[src/rtl/stkand_pkg.sv]
package stkand_pkg;
    typedef enum logic [1:0] {
        OP_DSEG = 2'd0,
        OP_SSEG = 2'd1,
        OP_XMEM = 2'd2,
        OP_NONE = 2'd3
    } op_e;

    typedef enum logic [1:0] {
        SP_DATA = 2'd0,
        SP_SYS  = 2'd1,
        SP_EXT  = 2'd2,
        SP_RSVD = 2'd3
    } space_e;

    typedef enum logic [1:0] {
        TRAP_NONE  = 2'd0,
        TRAP_PRIV  = 2'd1,
        TRAP_ALIGN = 2'd2,
        TRAP_RSVD  = 2'd3
    } trap_e;

    typedef enum logic [2:0] {
        ST_IDLE   = 3'd0,
        ST_READ   = 3'd1,
        ST_WAIT   = 3'd2,
        ST_WRITE  = 3'd3,
        ST_FINISH = 3'd4,
        ST_TRAP   = 3'd5
    } state_e;
endpackage

[src/rtl/stkand_decode.sv]
module stkand_decode
    import stkand_pkg::*;
#(
    parameter int WORD_W = 16,
    parameter int ADDR_W = 32
) (
    input  logic [1:0]        op,
    input  logic              priv,
    input  logic [WORD_W-1:0] reg_a,
    input  logic [WORD_W-1:0] reg_b,
    input  logic [WORD_W-1:0] reg_c,
    output logic              legal,
    output trap_e             trap_cause,
    output space_e            space,
    output logic [ADDR_W-1:0] addr,
    output logic [WORD_W-1:0] operand,
    output logic [1:0]        pops
);
    localparam int PAIR_W = 2 * WORD_W;

    logic [PAIR_W-1:0] pair_addr;
    logic [ADDR_W-1:0] short_addr;
    logic [ADDR_W-1:0] long_addr;

    assign pair_addr = {reg_b, reg_a};

    generate
        if (ADDR_W >= PAIR_W) begin : g_wide
            assign long_addr  = {{(ADDR_W-PAIR_W){1'b0}}, pair_addr};
            assign short_addr = {{(ADDR_W-WORD_W){1'b0}}, reg_a};
        end else begin : g_narrow
            assign long_addr  = pair_addr[ADDR_W-1:0];
            assign short_addr = (ADDR_W >= WORD_W) ? ADDR_W'(reg_a) : reg_a[ADDR_W-1:0];
        end
    endgenerate

    always_comb begin
        legal      = 1'b1;
        trap_cause = TRAP_NONE;
        space      = SP_DATA;
        addr       = short_addr;
        operand    = reg_b;
        pops       = 2'd2;
        unique case (op_e'(op))
            OP_DSEG: begin
                space = SP_DATA;
            end
            OP_SSEG: begin
                space = SP_SYS;
                if (!priv) trap_cause = TRAP_PRIV;
            end
            OP_XMEM: begin
                space   = SP_EXT;
                addr    = long_addr;
                operand = reg_c;
                pops    = 2'd3;
                if (reg_a[0]) trap_cause = TRAP_ALIGN;
            end
            default: begin
                legal = 1'b0;
                pops  = 2'd0;
            end
        endcase
    end
endmodule

[src/rtl/stkand_fsm.sv]
module stkand_fsm
    import stkand_pkg::*;
(
    input  logic  clk,
    input  logic  rst_n,
    input  logic  cmd_valid,
    input  logic  cmd_legal,
    input  trap_e trap_cause,
    output logic  busy,
    output logic  load_cmd,
    output logic  load_rdata,
    output logic  commit,
    output logic  mem_req,
    output logic  mem_we,
    output logic  done,
    output logic  trap
);
    state_e state_q;
    state_e state_d;

    always_ff @(posedge clk) begin
        if (!rst_n) state_q <= ST_IDLE;
        else        state_q <= state_d;
    end

    always_comb begin
        state_d    = state_q;
        busy       = 1'b1;
        load_cmd   = 1'b0;
        load_rdata = 1'b0;
        commit     = 1'b0;
        mem_req    = 1'b0;
        mem_we     = 1'b0;
        done       = 1'b0;
        trap       = 1'b0;
        unique case (state_q)
            ST_IDLE: begin
                busy = 1'b0;
                if (cmd_valid && cmd_legal) begin
                    load_cmd = 1'b1;
                    state_d  = (trap_cause != TRAP_NONE) ? ST_TRAP : ST_READ;
                end
            end
            ST_READ: begin
                mem_req = 1'b1;
                state_d = ST_WAIT;
            end
            ST_WAIT: begin
                load_rdata = 1'b1;
                state_d    = ST_WRITE;
            end
            ST_WRITE: begin
                mem_req = 1'b1;
                mem_we  = 1'b1;
                commit  = 1'b1;
                state_d = ST_FINISH;
            end
            ST_FINISH: begin
                done    = 1'b1;
                state_d = ST_IDLE;
            end
            ST_TRAP: begin
                trap    = 1'b1;
                state_d = ST_IDLE;
            end
            default: begin
                state_d = ST_IDLE;
            end
        endcase
    end


    rd_then_wait_chk: assert property (@(posedge clk) disable iff (!rst_n)
        (mem_req && !mem_we) |=> !mem_req);

    wr_then_done_chk: assert property (@(posedge clk) disable iff (!rst_n)
        (mem_req && mem_we) |=> done);

    trap_no_mem_chk: assert property (@(posedge clk) disable iff (!rst_n)
        trap |-> (!mem_req && !done));
endmodule

[src/rtl/stkand_datapath.sv]
module stkand_datapath
    import stkand_pkg::*;
#(
    parameter int WORD_W = 16,
    parameter int ADDR_W = 32
) (
    input  logic              clk,
    input  logic              rst_n,
    input  logic              load_cmd,
    input  logic              load_rdata,
    input  logic              commit,
    input  space_e            space_in,
    input  logic [ADDR_W-1:0] addr_in,
    input  logic [WORD_W-1:0] operand_in,
    input  logic [1:0]        pops_in,
    input  trap_e             cause_in,
    input  logic [WORD_W-1:0] rdata_in,
    output space_e            space_q,
    output logic [ADDR_W-1:0] addr_q,
    output logic [WORD_W-1:0] wdata,
    output logic [1:0]        pops_q,
    output trap_e             cause_q,
    output logic              cc_n,
    output logic              cc_z
);
    logic [WORD_W-1:0] operand_q;
    logic [WORD_W-1:0] rdata_q;

    always_ff @(posedge clk) begin
        if (!rst_n) begin
            space_q   <= SP_DATA;
            addr_q    <= '0;
            operand_q <= '0;
            pops_q    <= 2'd0;
            cause_q   <= TRAP_NONE;
        end else if (load_cmd) begin
            space_q   <= space_in;
            addr_q    <= addr_in;
            operand_q <= operand_in;
            pops_q    <= pops_in;
            cause_q   <= cause_in;
        end
    end

    always_ff @(posedge clk) begin
        if (!rst_n)          rdata_q <= '0;
        else if (load_rdata) rdata_q <= rdata_in;
    end

    assign wdata = operand_q & rdata_q;

    always_ff @(posedge clk) begin
        if (!rst_n) begin
            cc_n <= 1'b0;
            cc_z <= 1'b0;
        end else if (commit) begin
            cc_n <= wdata[WORD_W-1];
            cc_z <= (wdata == '0);
        end
    end


    cc_hold_chk: assert property (@(posedge clk) disable iff (!rst_n)
        !commit |=> $stable({cc_n, cc_z}));
endmodule

[src/rtl/stkmem_and_unit.sv]
module stkmem_and_unit
    import stkand_pkg::*;
#(
    parameter int WORD_W = 16,
    parameter int ADDR_W = 32
) (
    input  logic              clk,
    input  logic              rst_n,
    input  logic              cmd_valid,
    input  logic [1:0]        cmd_op,
    input  logic              priv_mode,
    input  logic [WORD_W-1:0] stk_a,
    input  logic [WORD_W-1:0] stk_b,
    input  logic [WORD_W-1:0] stk_c,
    output logic              busy,
    output logic              mem_req,
    output logic              mem_we,
    output logic [1:0]        mem_space,
    output logic [ADDR_W-1:0] mem_addr,
    output logic [WORD_W-1:0] mem_wdata,
    input  logic [WORD_W-1:0] mem_rdata,
    output logic              done,
    output logic [1:0]        pop_cnt,
    output logic              trap,
    output logic [1:0]        trap_code,
    output logic              cc_n,
    output logic              cc_z
);
    logic              dec_legal;
    trap_e             dec_cause;
    space_e            dec_space;
    logic [ADDR_W-1:0] dec_addr;
    logic [WORD_W-1:0] dec_operand;
    logic [1:0]        dec_pops;
    logic              load_cmd;
    logic              load_rdata;
    logic              commit;
    space_e            space_q;
    logic [1:0]        pops_q;
    trap_e             cause_q;

    stkand_decode #(.WORD_W(WORD_W), .ADDR_W(ADDR_W)) u_decode (
        .op         (cmd_op),
        .priv       (priv_mode),
        .reg_a      (stk_a),
        .reg_b      (stk_b),
        .reg_c      (stk_c),
        .legal      (dec_legal),
        .trap_cause (dec_cause),
        .space      (dec_space),
        .addr       (dec_addr),
        .operand    (dec_operand),
        .pops       (dec_pops)
    );

    stkand_fsm u_fsm (
        .clk        (clk),
        .rst_n      (rst_n),
        .cmd_valid  (cmd_valid),
        .cmd_legal  (dec_legal),
        .trap_cause (dec_cause),
        .busy       (busy),
        .load_cmd   (load_cmd),
        .load_rdata (load_rdata),
        .commit     (commit),
        .mem_req    (mem_req),
        .mem_we     (mem_we),
        .done       (done),
        .trap       (trap)
    );

    stkand_datapath #(.WORD_W(WORD_W), .ADDR_W(ADDR_W)) u_datapath (
        .clk        (clk),
        .rst_n      (rst_n),
        .load_cmd   (load_cmd),
        .load_rdata (load_rdata),
        .commit     (commit),
        .space_in   (dec_space),
        .addr_in    (dec_addr),
        .operand_in (dec_operand),
        .pops_in    (dec_pops),
        .cause_in   (dec_cause),
        .rdata_in   (mem_rdata),
        .space_q    (space_q),
        .addr_q     (mem_addr),
        .wdata      (mem_wdata),
        .pops_q     (pops_q),
        .cause_q    (cause_q),
        .cc_n       (cc_n),
        .cc_z       (cc_z)
    );

    assign mem_space = space_q;
    assign pop_cnt   = done ? pops_q : 2'd0;
    assign trap_code = trap ? cause_q : TRAP_NONE;


    priv_trap_chk: assert property (@(posedge clk) disable iff (!rst_n)
        (cmd_valid && !busy && cmd_op == 2'd1 && !priv_mode) |=> (trap && trap_code == 2'd1));

    align_trap_chk: assert property (@(posedge clk) disable iff (!rst_n)
        (cmd_valid && !busy && cmd_op == 2'd2 && stk_a[0]) |=> (trap && trap_code == 2'd2));

    op_none_idle_chk: assert property (@(posedge clk) disable iff (!rst_n)
        (cmd_valid && !busy && cmd_op == 2'd3) |=> !busy);

    done_busy_chk: assert property (@(posedge clk) disable iff (!rst_n)
        (done || trap) |-> busy);

    pop_range_chk: assert property (@(posedge clk) disable iff (!rst_n)
        done |-> (pop_cnt == 2'd2 || pop_cnt == 2'd3));
endmodule

[config.mk]
export PLATFORM = sky130hd
export DESIGN_NAME = stkmem_and_unit
export DESIGN_NICKNAME = d
export VERILOG_FILES = /design/src/rtl/stkand_pkg.sv /design/src/rtl/stkand_decode.sv /design/src/rtl/stkand_fsm.sv /design/src/rtl/stkand_datapath.sv /design/src/rtl/stkmem_and_unit.sv
export SDC_FILE = /design/constraint.sdc
export NUM_CORES = 1
export LEC_CHECK = 0
export ABC_CLOCK_PERIOD_IN_PS = 2500
export BUFFER_PORTS_ARGS = -buffer_cell sky130_fd_sc_hd__buf_4
export CORE_ASPECT_RATIO = 1.2
export CORE_MARGIN = 2
export CORE_UTILIZATION = 25
export CTS_CLUSTER_SIZE = 8
export DETAILED_ROUTE_END_ITERATION = 12
export SETUP_SLACK_MARGIN = 0.05
export SLEW_MARGIN = 25
export SYNTH_ARGS = -nofsm -noshare
export SYNTH_HDL_FRONTEND = slang
export SYNTH_HIERARCHICAL = 1
export SYNTH_SLANG_ARGS = --single-unit
[constraint.sdc]
create_clock -name clk -period 2.5 [get_ports clk]
set_input_delay 0.5 -clock clk [delete_from_list [all_inputs] [get_ports clk]]
set_output_delay 0.5 -clock clk [all_outputs]
set_load 0.05 [all_outputs]
Word-level counts from Yosys, hierarchy flattened
Cells that the tools add are included.

Word-level logic and storage cells: 47. Output and inout port bits: 61. Register bits: 75.

Equal/unequal tests: 8. Muxes and demuxes: 21. Reduce and logical (&&, ||, !) cells: 8. Bitwise gates (word level): 1.

Operators by type and width (number): 32-bit two-way mux (1); 16-bit bitwise AND (1); 16-bit logical NOT (1); 16-bit two-way mux (1); 2-bit case mux with 2 select lines (3); 3-bit case mux with 4 select lines (1); 1-bit two-way mux (10); 3-bit by 2-bit equality test with 1-bit output, second input constant (2); 3-bit equality test, second input constant (2); 2-bit two-way mux (3); 3-bit two-way mux (2); 2-bit OR reduction (2); 3-bit by 1-bit equality test with 1-bit output, second input constant (1); 3-bit logical NOT (1); 3-bit OR reduction (1); 2-bit by 1-bit equality test with 1-bit output, second input constant (1); 2-bit equality test, second input constant (1); 2-bit logical NOT (1); 2-bit by 1-bit != test with 1-bit output, second input constant (1); 2-bit nonzero test (1); 1-bit logical AND (1).

Depth between registers and ports, before layout
Depth in word-level cells: 6. Depth in mapped cells: 8. Mapped depth without buffers: 6.

Modules after synthesis
Netlist, hierarchy kept.

By module, submodules not included: stkand_datapath (instances 1, cells each 255, area each 2830.2 um^2); stkand_decode (instances 1, cells each 63, area each 530.5 um^2); stkand_fsm (instances 1, cells each 20, area each 200.2 um^2); stkmem_and_unit (instances 1, cells each 4, area each 25.0 um^2).

Worst setup path after synthesis
OpenSTA, ideal clock, no wires.

Path kind: register to output. Start point: register u_fsm.state_q[2]. End point: output pop_cnt[0]. Stages on the path, launching flop included: 3. Arrival: 2237 ps. Buffers on the path: 0. Setup slack: -237 ps. Path through: dfxtp_1 > nor3b_1 > and2_1.

Cells in the longest elaborated chain, start to end: 3.

RTL lines: from (decl) (line stkand_fsm.sv:18) `state_e state_q;`; from (signal assigned) (line stkand_fsm.sv:23) `else state_q <= state_d;`; 3-bit equality test (line stkand_fsm.sv:36) `unique case (state_q)`; 1-bit two-way mux (line stkand_fsm.sv:36); net done (line stkmem_and_unit.sv:22) `output logic done,`; 2-bit two-way mux (line stkmem_and_unit.sv:94) `assign pop_cnt = done ? pops_q : 2'd0;`; to (decl) (line stkmem_and_unit.sv:23) `output logic [1:0] pop_cnt,`.

The timed path passes the listed nets, and every way through them passes these cells.

Final worst setup path
Start point: register u_fsm.state_q[2]. End point: output pop_cnt[0].

Cells in the longest elaborated chain, start to end: 3.

RTL lines (line): 3-bit equality test (stkand_fsm.sv:36); 1-bit two-way mux (stkand_fsm.sv:36); 2-bit two-way mux (stkmem_and_unit.sv:94).

No other way between the ends.

==> flow_summary.html <==
<table>
<tr><th>Metric</th><th>Value</th></tr>
<tr><th colspan="2">Outcome</th></tr>
<tr><td>Outcome</td><td>completed</td></tr>
<tr><th colspan="2">Yosys</th></tr>
<tr><td>Simple-Gate Fraction of Synth Area</td><td>0.2306</td></tr>
<tr><td>Dominant combinational cell family by area after synthesis</td><td>multiplexers</td></tr>
<tr><td>Mux cell area share after synthesis</td><td>0.2484</td></tr>
<tr><td>Largest area contributor in the synthesized netlist</td><td>dfxtp_1</td></tr>
<tr><td>Yosys reg bits</td><td>75</td></tr>
<tr><td>Fraction of synthesized cell area taken by the top area cell type</td><td>0.4187</td></tr>
<tr><td>Cell area after synthesis</td><td>0.003586 mm^2</td></tr>
<tr><td>Share of the synthesized area in compound gates (AO/OA/AOI/OAI)</td><td>0.009770</td></tr>
<tr><td>Area share of xor/xnor cells in the synthesized design</td><td>0.002442</td></tr>
<tr><td>Adder-cell area share of the yosys netlist</td><td>0.01745</td></tr>
<tr><td>Leading cell type by number of instances after synthesis</td><td>dfxtp_1</td></tr>
<tr><td>Number of synthesis warnings</td><td>6</td></tr>
<tr><td>Share of flip-flops with an asynchronous set or reset after synthesis</td><td>0</td></tr>
<tr><td>Cells after synthesis</td><td>342</td></tr>
<tr><td>Yosys cell types</td><td>28</td></tr>
<tr><td>Post-synth top flop</td><td>dfxtp_1</td></tr>
<tr><td>Syn avg cell area</td><td>10.49 um^2</td></tr>
<tr><td>Net Count, Synth</td><td>417</td></tr>
<tr><td>Number of enable flip-flop cells after synthesis</td><td>0</td></tr>
<tr><td>Seq/Total Area, Yosys</td><td>0.4187</td></tr>
<tr><td>Main area contributors after synthesis</td><td>dfxtp_1 (42%), mux2i_1 (20%), nor2b_1 (13%), and2_1 (5.9%), mux2_2 (5.0%)</td></tr>
<tr><td>Top cell types by occurrence after synthesis</td><td>dfxtp_1 (75), nor2b_1 (72), mux2i_1 (71)</td></tr>
<tr><th colspan="2">Clock network</th></tr>
<tr><td>Setup fix buffers added after clock tree synthesis</td><td>0</td></tr>
<tr><td>Number of clock sinks</td><td>75</td></tr>
<tr><td>Insertion delay of the later-clocked pin in the worst-skew pair</td><td>approximately 0.34 ns</td></tr>
<tr><td>Clock tree root driver cell</td><td>clkbuf_16</td></tr>
<tr><td>Clock-pin transition on the worst setup and hold timing paths</td><td>approximately 0.06 ns</td></tr>
<tr><td>Number of buffers added to fix hold violations after cts</td><td>0</td></tr>
<tr><td>TritonCTS clock tree</td><td>done</td></tr>
<tr><td>Maximum number of buffers from clock root to sink</td><td>2</td></tr>
<tr><td>Level count of the clock H-tree</td><td>3</td></tr>
<tr><td>Clock buffers created by TritonCTS</td><td>9</td></tr>
<tr><td>Gates resized, CTS repair</td><td>0</td></tr>
<tr><th colspan="2">Placed design</th></tr>
<tr><td>Final RePlAce weighted congestion</td><td>~0.80</td></tr>
<tr><td>HPWL Detailed</td><td>7.065 mm</td></tr>
<tr><td>Number of I/O port buffers</td><td>130</td></tr>
<tr><th colspan="2">Timing</th></tr>
<tr><td>Final critical path time including I/O delays and setup</td><td>1.984 ns</td></tr>
<tr><td>Max-slew violation count</td><td>0</td></tr>
<tr><td>Total Negative Setup Slacks</td><td>0 ns</td></tr>
<tr><td>Max_slew headroom</td><td>0.7411</td></tr>
<tr><td>Tightest Pin Transition</td><td>slightly below 0.4 ns</td></tr>
<tr><td>Final worst-path cycle share</td><td>0.7935</td></tr>
<tr><td>RSZ-0062 raised after global routing</td><td>no</td></tr>
<tr><td>Max Fclk</td><td>504.1 MHz</td></tr>
<tr><td>Final number of setup-violating endpoints</td><td>0</td></tr>
<tr><td>Setup skew after layout</td><td>0.003645 ns</td></tr>
<tr><td>Hold Violations, Final</td><td>0</td></tr>
<tr><th colspan="2">Cells and area</th></tr>
<tr><td>Fraction of layout cells with a size suffix above 1</td><td>0.3850</td></tr>
<tr><td>Number of fill cells in the layout</td><td>1390</td></tr>
<tr><td>Final cell utilization of the core</td><td>0.3513</td></tr>
<tr><td>Final net count</td><td>524</td></tr>
<tr><td>Number of diodes</td><td>0</td></tr>
<tr><td>P&amp;R area growth vs syn</td><td>36.53%</td></tr>
<tr><th colspan="2">Worst hold path</th></tr>
<tr><td>Tightest Hold Check Type</td><td>in -&gt; reg</td></tr>
<tr><th colspan="2">GRT</th></tr>
<tr><td>Via count of the first global-routing pass</td><td>2772</td></tr>
<tr><td>Global-route wire length before repair</td><td>14.41 mm</td></tr>
<tr><td>Initial antenna violation count</td><td>0</td></tr>
<tr><td>Pin count of the biggest net entering global routing</td><td>42</td></tr>
<tr><td>GRT Resource Usage Total</td><td>0.1248</td></tr>
<tr><td>Overall overflow remaining after global route</td><td>0</td></tr>
<tr><th colspan="2">Floorplan</th></tr>
<tr><td>Num ports</td><td>131</td></tr>
<tr><td>Placeable core region</td><td>approximately 0.014 mm^2</td></tr>
<tr><td>Count of standard-cell rows</td><td>47</td></tr>
<tr><td>Starting density of the core</td><td>0.2573</td></tr>
<tr><td>Total Die Area</td><td>roughly 0.015 mm^2</td></tr>
<tr><td>Die X-Extent</td><td>113.3 um</td></tr>
<tr><td>Chip Height</td><td>135.2 um</td></tr>
<tr><th colspan="2">Route</th></tr>
<tr><td>Via count</td><td>2616</td></tr>
<tr><td>Average vias per placed instance</td><td>roughly 4.2</td></tr>
<tr><td>Total length of routed wires</td><td>9.346 mm</td></tr>
<tr><td>Average wire per standard cell</td><td>15.00 um</td></tr>
<tr><td>Number of iterations in the first detailed-routing pass</td><td>4</td></tr>
<tr><td>Residual antenna-violating net count after detailed routing</td><td>0</td></tr>
<tr><td>Residual DRC count</td><td>0</td></tr>
<tr><td>Iteration-0 DRC Markers</td><td>66</td></tr>
<tr><th colspan="2">Setup path</th></tr>
<tr><td>Worst Path Required</td><td>2.00 ns</td></tr>
<tr><td>Worst Path Class, Setup</td><td>reg -&gt; out</td></tr>
<tr><td>CP Max Fanout</td><td>9</td></tr>
<tr><td>CP endpoint kind</td><td>output pin</td></tr>
<tr><td>Data arrival time at the worst-slack endpoint</td><td>1.48 ns</td></tr>
<tr><td>Setup crit start kind</td><td>register</td></tr>
<tr><th colspan="2">Power and ir drop</th></tr>
<tr><td>Ratio of total power to cell area</td><td>673.8 mW/mm^2</td></tr>
<tr><td>IR drop worst, VDD</td><td>0.2311 mV</td></tr>
<tr><td>Reported leakage power</td><td>approximately 0.0021 uW</td></tr>
<tr><th colspan="2">Run</th></tr>
<tr><td>Number of max-cap violations</td><td>0</td></tr>
</table>
## worst max-delay path, cell delays in order, from the launching register on
cell and delay (ns):
dfxtp_1 0.47, nor3b_2 0.31, and2_1 0.17, buf_4 0.19
## through the flow
step / total power [uW] / cells / cell area (um^2) / setup slack (ns) / hold slack [ns]
6_report: 3299 / 623 / 4896 / 0.5163 / 0.4138
4_1_cts: 3355 / 623 / 4896 / 0.4963 / 0.3999
2_1_floorplan: 1793 / 342 / 3591 / 0.3251 / 0.4737
5_1_grt: 3442 / 623 / 4896 / 0.4025 / 0.4186
3_3_place_gp: 1988 / 609 / 4594 / 0.5806 / 0.4766
3_5_place_dp: 2000 / 609 / 4594 / 0.5527 / 0.4917
## power by group
group	internal, uW	leakage [uW]	switching (uW)	total [uW]
clock	841	0.000151	492	1330
combinational	299	0.00133	341	640
sequential	1270	0.000611	52.6	1330
## sequential cells by signal (all words and copies together) (netlist names)
| signal | flops |
|---|---|
| u_datapath/addr_q | 32 |
| u_datapath/cause_q | 2 |
| u_datapath/cc_n | 1 |
| u_datapath/cc_z | 1 |
| u_datapath/operand_q | 16 |
| u_datapath/pops_q | 2 |
| u_datapath/rdata_q | 16 |
| u_datapath/space_q | 2 |
| u_fsm/state_q | 3 |
## final cells by class
class	instances	area, um^2	area share
sequential	75	1501	0.3067
inverter	3	11.26	0.002300
clock inverter	2	35.03	0.007156
timing repair buffer	135	1026	0.2096
clock buffer	12	266.5	0.05443
multi-input combinational	225	1842	0.3762
tap	171	214.0	0.04370
## metal layers
metal | GRT usage | vias up | part of all wire
met5 | 0 | - | 0
met4 | 0.07046 | 0 | 0.029
met3 | 0.03087 | 16 | 0.040
met2 | 0.2142 | 71 | 0.51
met1 | 0.1410 | 1201 | 0.42
li1 | - | 1328 | -
## cell families (layout without fill, tap and decap cells)
group,Yosys count,in the layout
AND/OR/NAND/NOR,128,128
multiplexers,87,87
flip-flops,75,75
buffers and inverters,42,152
adder cells (fa/ha/maj),5,5
AO/OA/AOI/OAI,4,4
XOR/XNOR,1,1
## path summary, 6_finish.rpt
path | startpoint | end | slack, ns | depth (start not counted)
worst min-delay path | mem_rdata[3] | u_datapath/rdata_q[3] | 0.41 | 3
worst max-delay path | u_fsm/state_q[2] | pop_cnt[0] | 0.52 | 3
worst max register to register | u_fsm/state_q[0] | u_datapath/operand_q[12] | 0.67 | 5
worst min register to register | u_datapath/cc_z | u_datapath/cc_z | 0.50 | 2
## cells in the final DEF (no fill, tap or decap), types with 2 or more instances in the layout
master     instances
and3b_2            2
and2_4             2
ha_1               5
mux2i_1           71
inv_1              3
clkbuf_16          9
nor3b_2            2
mux2_2            16
nor2b_1           72
nand2_1            2
buf_4            134
nor3b_1            2
dfxtp_1           75
and2_1            34
or4_1              4
or2_1              2
clkbuf_8           3
Note: power is estimated with default switching activity, not from simulation.
